`src/rtl/fpx_status_pkg.sv`:
```
package fpx_status_pkg;

   localparam int FPX_FLAG_W  = 7;
   localparam int FPX_RM_W    = 2;
   localparam int FPX_FLAG_LSB = 2;

   // Flag index inside a unit's flag vector
   localparam int FLG_INVALID   = 0;
   localparam int FLG_OVERFLOW  = 1;
   localparam int FLG_UNDERFLOW = 2;
   localparam int FLG_DIV_ZERO  = 3;
   localparam int FLG_INEXACT   = 4;
   localparam int FLG_OPND_FLUSH = 5;
   localparam int FLG_RES_FLUSH  = 6;

   typedef enum logic [FPX_RM_W-1:0] {
      RM_NEAREST_EVEN = 2'd0,
      RM_TOWARD_ZERO  = 2'd1,
      RM_TOWARD_POS   = 2'd2,
      RM_TOWARD_NEG   = 2'd3
   } fpx_round_e;

endpackage

```
`src/rtl/fpx_update_merge.sv`:
```
module fpx_update_merge #(
   parameter int NUM_UNITS = 4,
   parameter int FLAG_W    = 7
) (
   input  logic [NUM_UNITS-1:0]        upd_valid,
   input  logic [NUM_UNITS-1:0]        upd_guard,
   input  logic [NUM_UNITS*FLAG_W-1:0] upd_flags,
   output logic [FLAG_W-1:0]           merged_flags
);

   logic [FLAG_W-1:0] gated [NUM_UNITS];

   // Per-unit qualification: strobe and guard LSB both required
   for (genvar u = 0; u < NUM_UNITS; u++) begin : g_unit
      logic qual;
      assign qual     = upd_valid[u] & upd_guard[u];
      assign gated[u] = qual ? upd_flags[u*FLAG_W +: FLAG_W] : '0;
   end

   // OR reduction across units, one column per flag
   for (genvar k = 0; k < FLAG_W; k++) begin : g_col
      logic [NUM_UNITS-1:0] col;
      for (genvar u = 0; u < NUM_UNITS; u++) begin : g_tap
         assign col[u] = gated[u][k];
      end
      assign merged_flags[k] = |col;
   end

endmodule

```
`src/rtl/fpx_flag_store.sv`:
```
module fpx_flag_store
   import fpx_status_pkg::*;
#(
   parameter int FLAG_W = 7,
   parameter int RM_W   = 2
) (
   input  logic              clk,
   input  logic              rst_n,
   input  logic              wr_en,
   input  logic [FLAG_W-1:0] wr_flags,
   input  logic [RM_W-1:0]   wr_rm,
   input  logic [FLAG_W-1:0] merged_flags,
   output logic [FLAG_W-1:0] flags_q,
   output logic [RM_W-1:0]   rm_q
);

   // One sticky cell per flag: write replaces, merge always ORs on top
   for (genvar k = 0; k < FLAG_W; k++) begin : g_cell
      always_ff @(posedge clk) begin
         if (!rst_n)
            flags_q[k] <= 1'b0;
         else if (wr_en)
            flags_q[k] <= wr_flags[k] | merged_flags[k];
         else
            flags_q[k] <= flags_q[k] | merged_flags[k];
      end
   end

   always_ff @(posedge clk) begin
      if (!rst_n)
         rm_q <= RM_W'(RM_NEAREST_EVEN);
      else if (wr_en)
         rm_q <= wr_rm;
   end

   // without a write no stored flag may drop
   p_sticky_r5: assert property (@(posedge clk) disable iff (!rst_n)
      !wr_en |=> ((flags_q & $past(flags_q)) == $past(flags_q)));

   // every merged flag is present after the edge
   p_update_lands_r2: assert property (@(posedge clk) disable iff (!rst_n)
      (|merged_flags) |=> ((flags_q & $past(merged_flags)) == $past(merged_flags)));

   // a lone write lands exactly
   p_write_exact_r6: assert property (@(posedge clk) disable iff (!rst_n)
      (wr_en && merged_flags == '0) |=> (flags_q == $past(wr_flags) && rm_q == $past(wr_rm)));

   // no write and no qualified update leaves the state alone
   p_idle_hold_r3: assert property (@(posedge clk) disable iff (!rst_n)
      (!wr_en && merged_flags == '0) |=> ($stable(flags_q) && $stable(rm_q)));

   // rounding mode moves only on a write
   p_rm_hold_r8: assert property (@(posedge clk) disable iff (!rst_n)
      !wr_en |=> $stable(rm_q));

endmodule

```
`src/rtl/fpx_word_map.sv`:
```
module fpx_word_map #(
   parameter int DATA_W   = 32,
   parameter int FLAG_W   = 7,
   parameter int RM_W     = 2,
   parameter int FLAG_LSB = 2
) (
   input  logic [DATA_W-1:0] wdata,
   output logic [FLAG_W-1:0] wr_flags,
   output logic [RM_W-1:0]   wr_rm,
   input  logic [FLAG_W-1:0] flags_q,
   input  logic [RM_W-1:0]   rm_q,
   output logic [DATA_W-1:0] rdata
);

   localparam int USED_W = FLAG_LSB + FLAG_W;
   localparam int PAD_W  = DATA_W - USED_W;

   assign wr_rm    = wdata[RM_W-1:0];
   assign wr_flags = wdata[FLAG_LSB +: FLAG_W];

   if (PAD_W > 0) begin : g_pad
      logic unused_wbits;
      assign unused_wbits = ^wdata[DATA_W-1:USED_W];
      assign rdata = {{PAD_W{1'b0}}, flags_q, rm_q};
   end else begin : g_nopad
      assign rdata = {flags_q, rm_q};
   end

endmodule

```
`src/rtl/fpx_status_reg.sv`:
```
module fpx_status_reg
   import fpx_status_pkg::*;
#(
   parameter int NUM_UNITS = 4,
   parameter int DATA_W    = 32,
   parameter int FLAG_W    = FPX_FLAG_W,
   parameter int RM_W      = FPX_RM_W,
   parameter int FLAG_LSB  = FPX_FLAG_LSB
) (
   input  logic                        clk,
   input  logic                        rst_n,
   input  logic [NUM_UNITS-1:0]        upd_valid,
   input  logic [NUM_UNITS-1:0]        upd_guard,
   input  logic [NUM_UNITS*FLAG_W-1:0] upd_flags,
   input  logic                        csr_we,
   input  logic [DATA_W-1:0]           csr_wdata,
   output logic [DATA_W-1:0]           csr_rdata,
   output logic [RM_W-1:0]             round_mode
);

   localparam int USED_W = FLAG_LSB + FLAG_W;

   // Elaboration-time parameter checks
   if (NUM_UNITS < 1) begin : g_chk_units
      $error("fpx_status_reg: NUM_UNITS must be at least 1");
   end
   if (FLAG_LSB < RM_W) begin : g_chk_lsb
      $error("fpx_status_reg: flag field overlaps rounding mode");
   end
   if (USED_W > DATA_W) begin : g_chk_width
      $error("fpx_status_reg: fields do not fit in DATA_W");
   end

   logic [FLAG_W-1:0] merged_flags;
   logic [FLAG_W-1:0] wr_flags;
   logic [RM_W-1:0]   wr_rm;
   logic [FLAG_W-1:0] flags_q;
   logic [RM_W-1:0]   rm_q;

   fpx_update_merge #(
      .NUM_UNITS (NUM_UNITS),
      .FLAG_W    (FLAG_W)
   ) i_merge (
      .upd_valid    (upd_valid),
      .upd_guard    (upd_guard),
      .upd_flags    (upd_flags),
      .merged_flags (merged_flags)
   );

   fpx_flag_store #(
      .FLAG_W (FLAG_W),
      .RM_W   (RM_W)
   ) i_store (
      .clk          (clk),
      .rst_n        (rst_n),
      .wr_en        (csr_we),
      .wr_flags     (wr_flags),
      .wr_rm        (wr_rm),
      .merged_flags (merged_flags),
      .flags_q      (flags_q),
      .rm_q         (rm_q)
   );

   fpx_word_map #(
      .DATA_W   (DATA_W),
      .FLAG_W   (FLAG_W),
      .RM_W     (RM_W),
      .FLAG_LSB (FLAG_LSB)
   ) i_map (
      .wdata    (csr_wdata),
      .wr_flags (wr_flags),
      .wr_rm    (wr_rm),
      .flags_q  (flags_q),
      .rm_q     (rm_q),
      .rdata    (csr_rdata)
   );

   assign round_mode = rm_q;

   // driven mode matches the readable field
   p_rm_visible_r8: assert property (@(posedge clk) disable iff (!rst_n)
      round_mode == csr_rdata[RM_W-1:0]);

   // padding bits read zero
   if (USED_W < DATA_W) begin : g_pad_chk
      p_pad_zero_r9: assert property (@(posedge clk) disable iff (!rst_n)
         csr_rdata[DATA_W-1:USED_W] == '0);
   end

   // a cycle with no qualified port and no write keeps the word
   p_masked_hold_r10: assert property (@(posedge clk) disable iff (!rst_n)
      (!csr_we && ((upd_valid & upd_guard) == '0)) |=> $stable(csr_rdata));

endmodule

```
`config.mk`:
```
export PLATFORM = sky130hd
export DESIGN_NAME = fpx_status_reg
export DESIGN_NICKNAME = d
export VERILOG_FILES = /design/src/rtl/fpx_status_pkg.sv /design/src/rtl/fpx_update_merge.sv /design/src/rtl/fpx_flag_store.sv /design/src/rtl/fpx_word_map.sv /design/src/rtl/fpx_status_reg.sv
export SDC_FILE = /design/constraint.sdc
export NUM_CORES = 1
export LEC_CHECK = 0
export ABC_AREA = 1
export BUFFER_PORTS_ARGS = -buffer_cell sky130_fd_sc_hd__buf_4
export CORE_MARGIN = 3
export CORE_UTILIZATION = 31
export CTS_BUF_LIST = sky130_fd_sc_hd__clkbuf_8
export DETAILED_ROUTE_END_ITERATION = 8
export PLACE_DENSITY = 0.86
export SLEW_MARGIN = 20
export SYNTH_ARGS = -nofsm -noshare
export SYNTH_HDL_FRONTEND = slang
export SYNTH_SLANG_ARGS = --single-unit
```
`constraint.sdc`:
```
create_clock -name clk -period 0.85 [get_ports clk]
set_input_delay 0.1275 -clock clk [delete_from_list [all_inputs] [get_ports clk]]
set_output_delay 0.1275 -clock clk [all_outputs]
set_load 0.01 [all_outputs]
```
Yosys cells after proc, flatten, opt, wreduce, memory -nomap -nowiden
Index checks and enable logic that the tools add are counted.

Input port bits: 71. Register bits: 9. Output and inout bits: 34. Word-level logic and storage cells: 44.

Bitwise gates (word level): 18. Reduce and logical (&&, ||, !) cells: 7. Muxes and demuxes: 11.

Operator list (number): $mux 7 (4); $reduce_or 4->1 (7); $or 1x1->1 (14); $mux 1 (7); $and 1x1->1 (4).

Depth between registers and ports, before layout
Gate-level depths: netlist of run 1.

Depth in word-level cells: 5. Mapped depth: 6. Gate-level depth less buffers: 5.

Modules after synthesis
Synthesis of run 1 repeated with hierarchy kept, for this count alone.

Cells, all modules: 167. Area, all modules: 985.9 um^2.

By module, submodules not included: fpx_flag_store (sequential area each 180.2 um^2, cells an instance 62, instances 1, area each 402.9 um^2); fpx_word_map (sequential area each 0.0 um^2, cells an instance 42, instances 1, area each 311.5 um^2); fpx_update_merge (sequential area each 0.0 um^2, cells an instance 63, instances 1, area each 271.5 um^2).

Worst setup path after synthesis of run 1
No wires, ideal clock.

Path type: register to register. Start point: reg i_store.flags_q[0]. End point: reg i_store.flags_q[0]. Buffers on the path: 0. Data arrival time: 0.577 ns. Period minus slack after synthesis: 0.696 ns. Stages on the path, launching flop included: 5. Data required time: 0.731 ns. Setup time: 0.119 ns. Slack: 0.154 ns. Path through: dfxtp_1 > nand2_1 > nand3_1 > nor2_1 > nor2_1.

Longest elaborated chain between the ends: 2.

RTL lines: start, declared (line fpx_flag_store.sv:13) `output logic [FLAG_W-1:0] flags_q,`; start signal, assigned by index (line fpx_flag_store.sv:23) `flags_q[k] <= wr_flags[k] | merged_flags[k];`; start signal, assigned by index (line fpx_flag_store.sv:25) `flags_q[k] <= flags_q[k] | merged_flags[k];`; $or 1x1->1 (line fpx_flag_store.sv:25); $mux 1 (line fpx_flag_store.sv:22) `else if (wr_en)`.

No other way between the ends. A chain may end at the register's enable or synchronous reset.

Final worst setup path of run 1
Start point: reg i_store.rm_q[1]. End point: out csr_rdata[1].

RTL lines: start, declared (line fpx_flag_store.sv:14) `output logic [RM_W-1:0] rm_q`; start signal, assigned (line fpx_flag_store.sv:31) `rm_q <= RM_W'(RM_NEAREST_EVEN);`; start signal, assigned (line fpx_flag_store.sv:33) `rm_q <= wr_rm;`; end, declared (line fpx_status_reg.sv:17) `output logic [DATA_W-1:0] csr_rdata,`.

No word-level cell between the ends.

==> results.cfg, run 1 <==
[finish]
drive_gt1_frac = 0.372
diodes = 0
final_util = 0.538
final_nets = 244
syn2layout_area_growth_pct = 54.8
fin_cells = 199
layout_commonest_cell = buf_4
layout_common_cells = 58 x buf_4, 42 x nand3_1, 23 x conb_1, 18 x nor2_1, 14 x nand2_1

[global_routing]
grt_max_degree = 11
grt_pass1_wl_um = 2830
grt_pass1_vias = 734
grt_util_met1 = 0.151
met3_usage = 0.0327
grt_use_total = 0.133
top_usage_layer = met2
grtUsageMet2 = 0.235
antenna_found_initial = 0
grt_overflow = 0

[logic_synthesis]
yosysTopAreaCellShare = 0.288
synth-seq-area-share = 0.247
yosys.area.top_type = nand3_1
synth_area_leaders = nand3_1 29%, buf_4 26%, dfxtp_1 25%
syn_avg_cell_area_um2 = 6.41
syn_area_um2 = 731
ys_warn_count = 0
ys_ff_latch = 9
ys_types = 10
synthCells = 114

[timing]
setup_violations = 0
fin_crit_sh = 0.956
finalHoldViolations = 0
final.setup.tns_ps = 0
drv_slew = 0
finClkSkew_ps = 0
fmax_mhz = 1230
worst_hold_slack_ps = 122
rsz0062_at_grt = false
period_needed_ps = 812

[routing]
drt-initial-drc-count = 14
drc_errors = 0
first_pass_iters = 4
vias_per_cell = 4.44
routed_wl_um = 2040
avgRoutedWirePerCell_um = 10.2
ant_nets = 0
vias = 883

[hold_path]
hold_class = input pin to register

[worst_setup_path]
cp_cell_sequence = buf_4
crit_type = register to primary output
crit_arrival_ps = 680
critical_path_required_ps = 720
reg2reg_setup_slack_ps = 140
cp_max_fo = 3
endpoint_kind = primary output
slowest_delay_ps = 320
cp_slowest_cell = dfxtp_2
critPathTopFamily = flip-flops
worst-path-buf-inv = 1
start_kind = register

[clocking]
post_cts_buffers = 0
clock_sinks = 9
cts_made_buffers = 3
clkTransAtPathRegs_ps = 50
clockBufferDepth = 2
insertion_delay_ps = 230
cts_tree = built
clockRootBuffer = clkbuf_8
htree_num_levels = 1

[die]
die_h_um = 54.6
fp.dieArea_um2 = 2980
start_util = 0.348
pin_count = 105
dieWidth_um = 54.6
row_count = 16
coreArea_um2 = 2100

[run_status]
status = finished clean

[pwr]
p_per_area_nw_per_um2 = 1270
p_leak_nw = 0.622
ir_worst_vdd_uv = 606
power.total_mw = 1.43

[placement]
dp.cells = 195
hpwl_um = 1790
globalplace.congestion = 0.702
io_buffers = 58

[flow_run]
drv_cap = 0
synthesized netlist by cell type:
library cell and instances:
buf_4 25, inv_2 1, nand3_1 42, conb_1 1, nor2_1 18, dfxtp_1 9
inv_1 1, o21ai_0 2, buf_6 1, nand2_1 14
metal layers:
metal  up-vias  wire length (um)
met5         -                 0
met4         0                10
met3         2               266
met2        57               948
met1       374               813
li1        450                 -
sequential cells by signal, indices dropped and copies added, names as in the netlist:
name	cells
i_store.flags_q	7
i_store.rm_q	2
kinds of logic after synthesis:
logic type      after synthesis  share of synthesized area
other cells                   1                    0.00513
flops                         9                      0.247
compound gates                2                     0.0137
simple gates                 74                      0.452
buf+inv                      28                      0.283
power by group:
part / switching (mW) / total, mW / internal [mW]
clock: 0.162 / 0.476 / 0.314
combinational: 0.222 / 0.472 / 0.250
sequential: 0.0200 / 0.484 / 0.463
area by class of cell:
class | count | area [um2]
multi-input cells | 99 | 427
well taps | 27 | 33.8
clock inverters | 1 | 3.75
fillers | 227 | 971
inverters | 2 | 7.51
flip-flops and latches | 9 | 183
repair buffers | 58 | 435
clock buffers | 3 | 41.3
repair_timing:
item / 4_1_cts / 5_1_grt
gates resized for setup: 0 / 2
setup endpoints to repair: 0 / 4
hold buffers: 0 / 0
endpoints found under the hold margin: 0 / 0
path summary, 6_finish.rpt:
check                                         from                  to  cells past startpoint
worst max-delay path               i_store.rm_q[1]        csr_rdata[1]                      1
worst min-delay path                  csr_wdata[0]     i_store.rm_q[0]                      3
worst max register to register  i_store.flags_q[1]  i_store.flags_q[1]                      4
worst min register to register     i_store.rm_q[0]     i_store.rm_q[0]                      2
metrics by stage:
step | instance area (um2) | worst slack (ps)
3_3_place_gp | 1080 | 71.0
3_5_place_dp | 1080 | 59.1
6_report | 1130 | 37.8
4_1_cts | 1130 | 7.93
5_1_grt | 1130 | 4.87
2_1_floorplan | 813 | 154
Note: power is estimated with default switching activity, not from simulation.
==> inputs of run 2 (changes only) <==
--- a/config.mk
+++ b/config.mk
@@ -11,6 +11,7 @@
 export CORE_UTILIZATION = 31
 export CTS_BUF_LIST = sky130_fd_sc_hd__clkbuf_8
 export DETAILED_ROUTE_END_ITERATION = 8
+export MAX_ROUTING_LAYER = met4
 export PLACE_DENSITY = 0.86
 export SLEW_MARGIN = 20
 export SYNTH_ARGS = -nofsm -noshare
==> constraint.sdc (replaced) <==
create_clock -name clk -period 0.8 [get_ports clk]
set_input_delay 0.12 -clock clk [delete_from_list [all_inputs] [get_ports clk]]
set_output_delay 0.12 -clock clk [all_outputs]
set_load 0.01 [all_outputs]
==> results.cfg, run 2 (same netlist as run 1, synthesis figures left out) <==
[run_status]
status = finished with violations
violations = negative setup slack

[routing]
drt-initial-drc-count = 12
drc_errors = 0
vias_per_cell = 4.42
ant_nets = 0
first_pass_iters = 4
routed_wl_um = 2100
vias = 879
avgRoutedWirePerCell_um = 10.5

[clocking]
insertion_delay_ps = 230
htree_num_levels = 1
clkTransAtPathRegs_ps = 50
cts_made_buffers = 3
cts_tree = built
clock_sinks = 9
post_cts_buffers = 0
cts_hold_buf = 0
clockBufferDepth = 2
cts_resized = 7
clockRootBuffer = clkbuf_8

[timing]
layout_setup_ws_ps = -4.39
rsz0062_at_grt = true
setup_violations = 2
period_needed_ps = 804
fmax_mhz = 1240
finalHoldViolations = 0
finClkSkew_ps = 0
drv_slew = 0
final.setup.tns_ps = -8.09
fin_crit_sh = 1.01

[worst_setup_path]
start_kind = register
r2r_cells = 4
critical_path_required_ps = 680
cp_cell_sequence = buf_4
endpoint_kind = primary output
worst-path-buf-inv = 1
crit_start = i_store.rm_q[1]
crit_type = register to primary output
slowest_delay_ps = 320
r2r-end = i_store.flags_q[5]
critPathTopFamily = flip-flops
cp_max_fo = 3
r2r_start = i_store.flags_q[5]
reg2reg_setup_slack_ps = 80
cp_slowest_cell = dfxtp_2
crit_arrival_ps = 680

[finish]
diodes = 0
largest_reg_flops = 7
regMostFlops = i_store.flags_q
final_util = 0.558
multi_input_area_um2 = 427
register_area_um2 = 191
drive_gt1_frac = 0.413
layout_commonest_cell = buf_4
fill_cells = 223
fin_cells = 199
layout_common_cells = 49 x buf_4, 42 x nand3_1, 23 x conb_1, 18 x nor2_1, 14 x nand2_1
syn2layout_area_growth_pct = 60.6
final_nets = 244
reg_top3 = i_store.flags_q: 7 flops, i_store.rm_q: 2 flops

[pwr]
p_leak_nw = 0.633
ir_worst_vdd_uv = 640
power.total_mw = 1.56
p_per_area_nw_per_um2 = 1330

[die]
coreArea_um2 = 2100
fp.dieArea_um2 = 2980
die_h_um = 54.6
start_util = 0.348
dieWidth_um = 54.6
pin_count = 105
row_count = 16

[placement]
io_buffers = 58
globalplace.congestion = 0.709
dp_slack_ps = 16.6
dp.cells = 195
hpwl_um = 1790

[hold_path]
hold_depth = 3
hold_class = input pin to register
min-delay-start = csr_wdata[0]
hold_end = i_store.rm_q[0]

[global_routing]
grt_pass1_vias = 736
grt_overflow = 0
antenna_found_initial = 0
grt_use_total = 0.137
grt_max_degree = 11
grt_pass1_wl_um = 2860

[flow_run]
drv_cap = 0
==> run 2: stage by stage <==
stage	area [um2]	hold WS, ps
4_1_cts	1140	115
3_3_place_gp	1080	343
3_5_place_dp	1080	355
6_report	1170	116
2_1_floorplan	813	255
5_1_grt	1170	130
==> run 2: how the worst max path moves through the flow <==
stage                              end  slack (ps)  depth (start not counted)
floorplan           i_store.flags_q[0]         100                          4
global placement    i_store.flags_q[4]          30                          6
detailed placement  i_store.flags_q[2]          20                          6
CTS                       csr_rdata[0]         -10                          1
global route             round_mode[0]         -30                          1
finish                    csr_rdata[1]          -4                          1
==> run 2: report_power, final <==
| part | total (mW) | leakage (nW) | internal, mW | switching [mW] |
|---|---|---|---|---|
| registers | 0.528 | 0.0772 | 0.500 | 0.0281 |
| logic | 0.526 | 0.529 | 0.289 | 0.237 |
| clock network | 0.505 | 0.0269 | 0.334 | 0.171 |
==> run 2: layer usage <==
| metal | GRT usage | vias to the layer above | part of all wire |
|---|---|---|---|
| met5 | - | - | 0 |
| met4 | 0.0498 | 0 | 0.0081 |
| met3 | 0.0245 | 2 | 0.11 |
| met2 | 0.237 | 57 | 0.48 |
| met1 | 0.158 | 370 | 0.40 |
| li1 | - | 450 | - |
==> run 2: layout make-up <==
cell class | instances | share of cell area
clock buffer | 3 | 0.0352
clock inverter | 1 | 0.00320
inverter | 2 | 0.00640
multi-input combinational | 99 | 0.364
sequential | 9 | 0.163
tap | 27 | 0.0288
timing repair buffer | 58 | 0.400
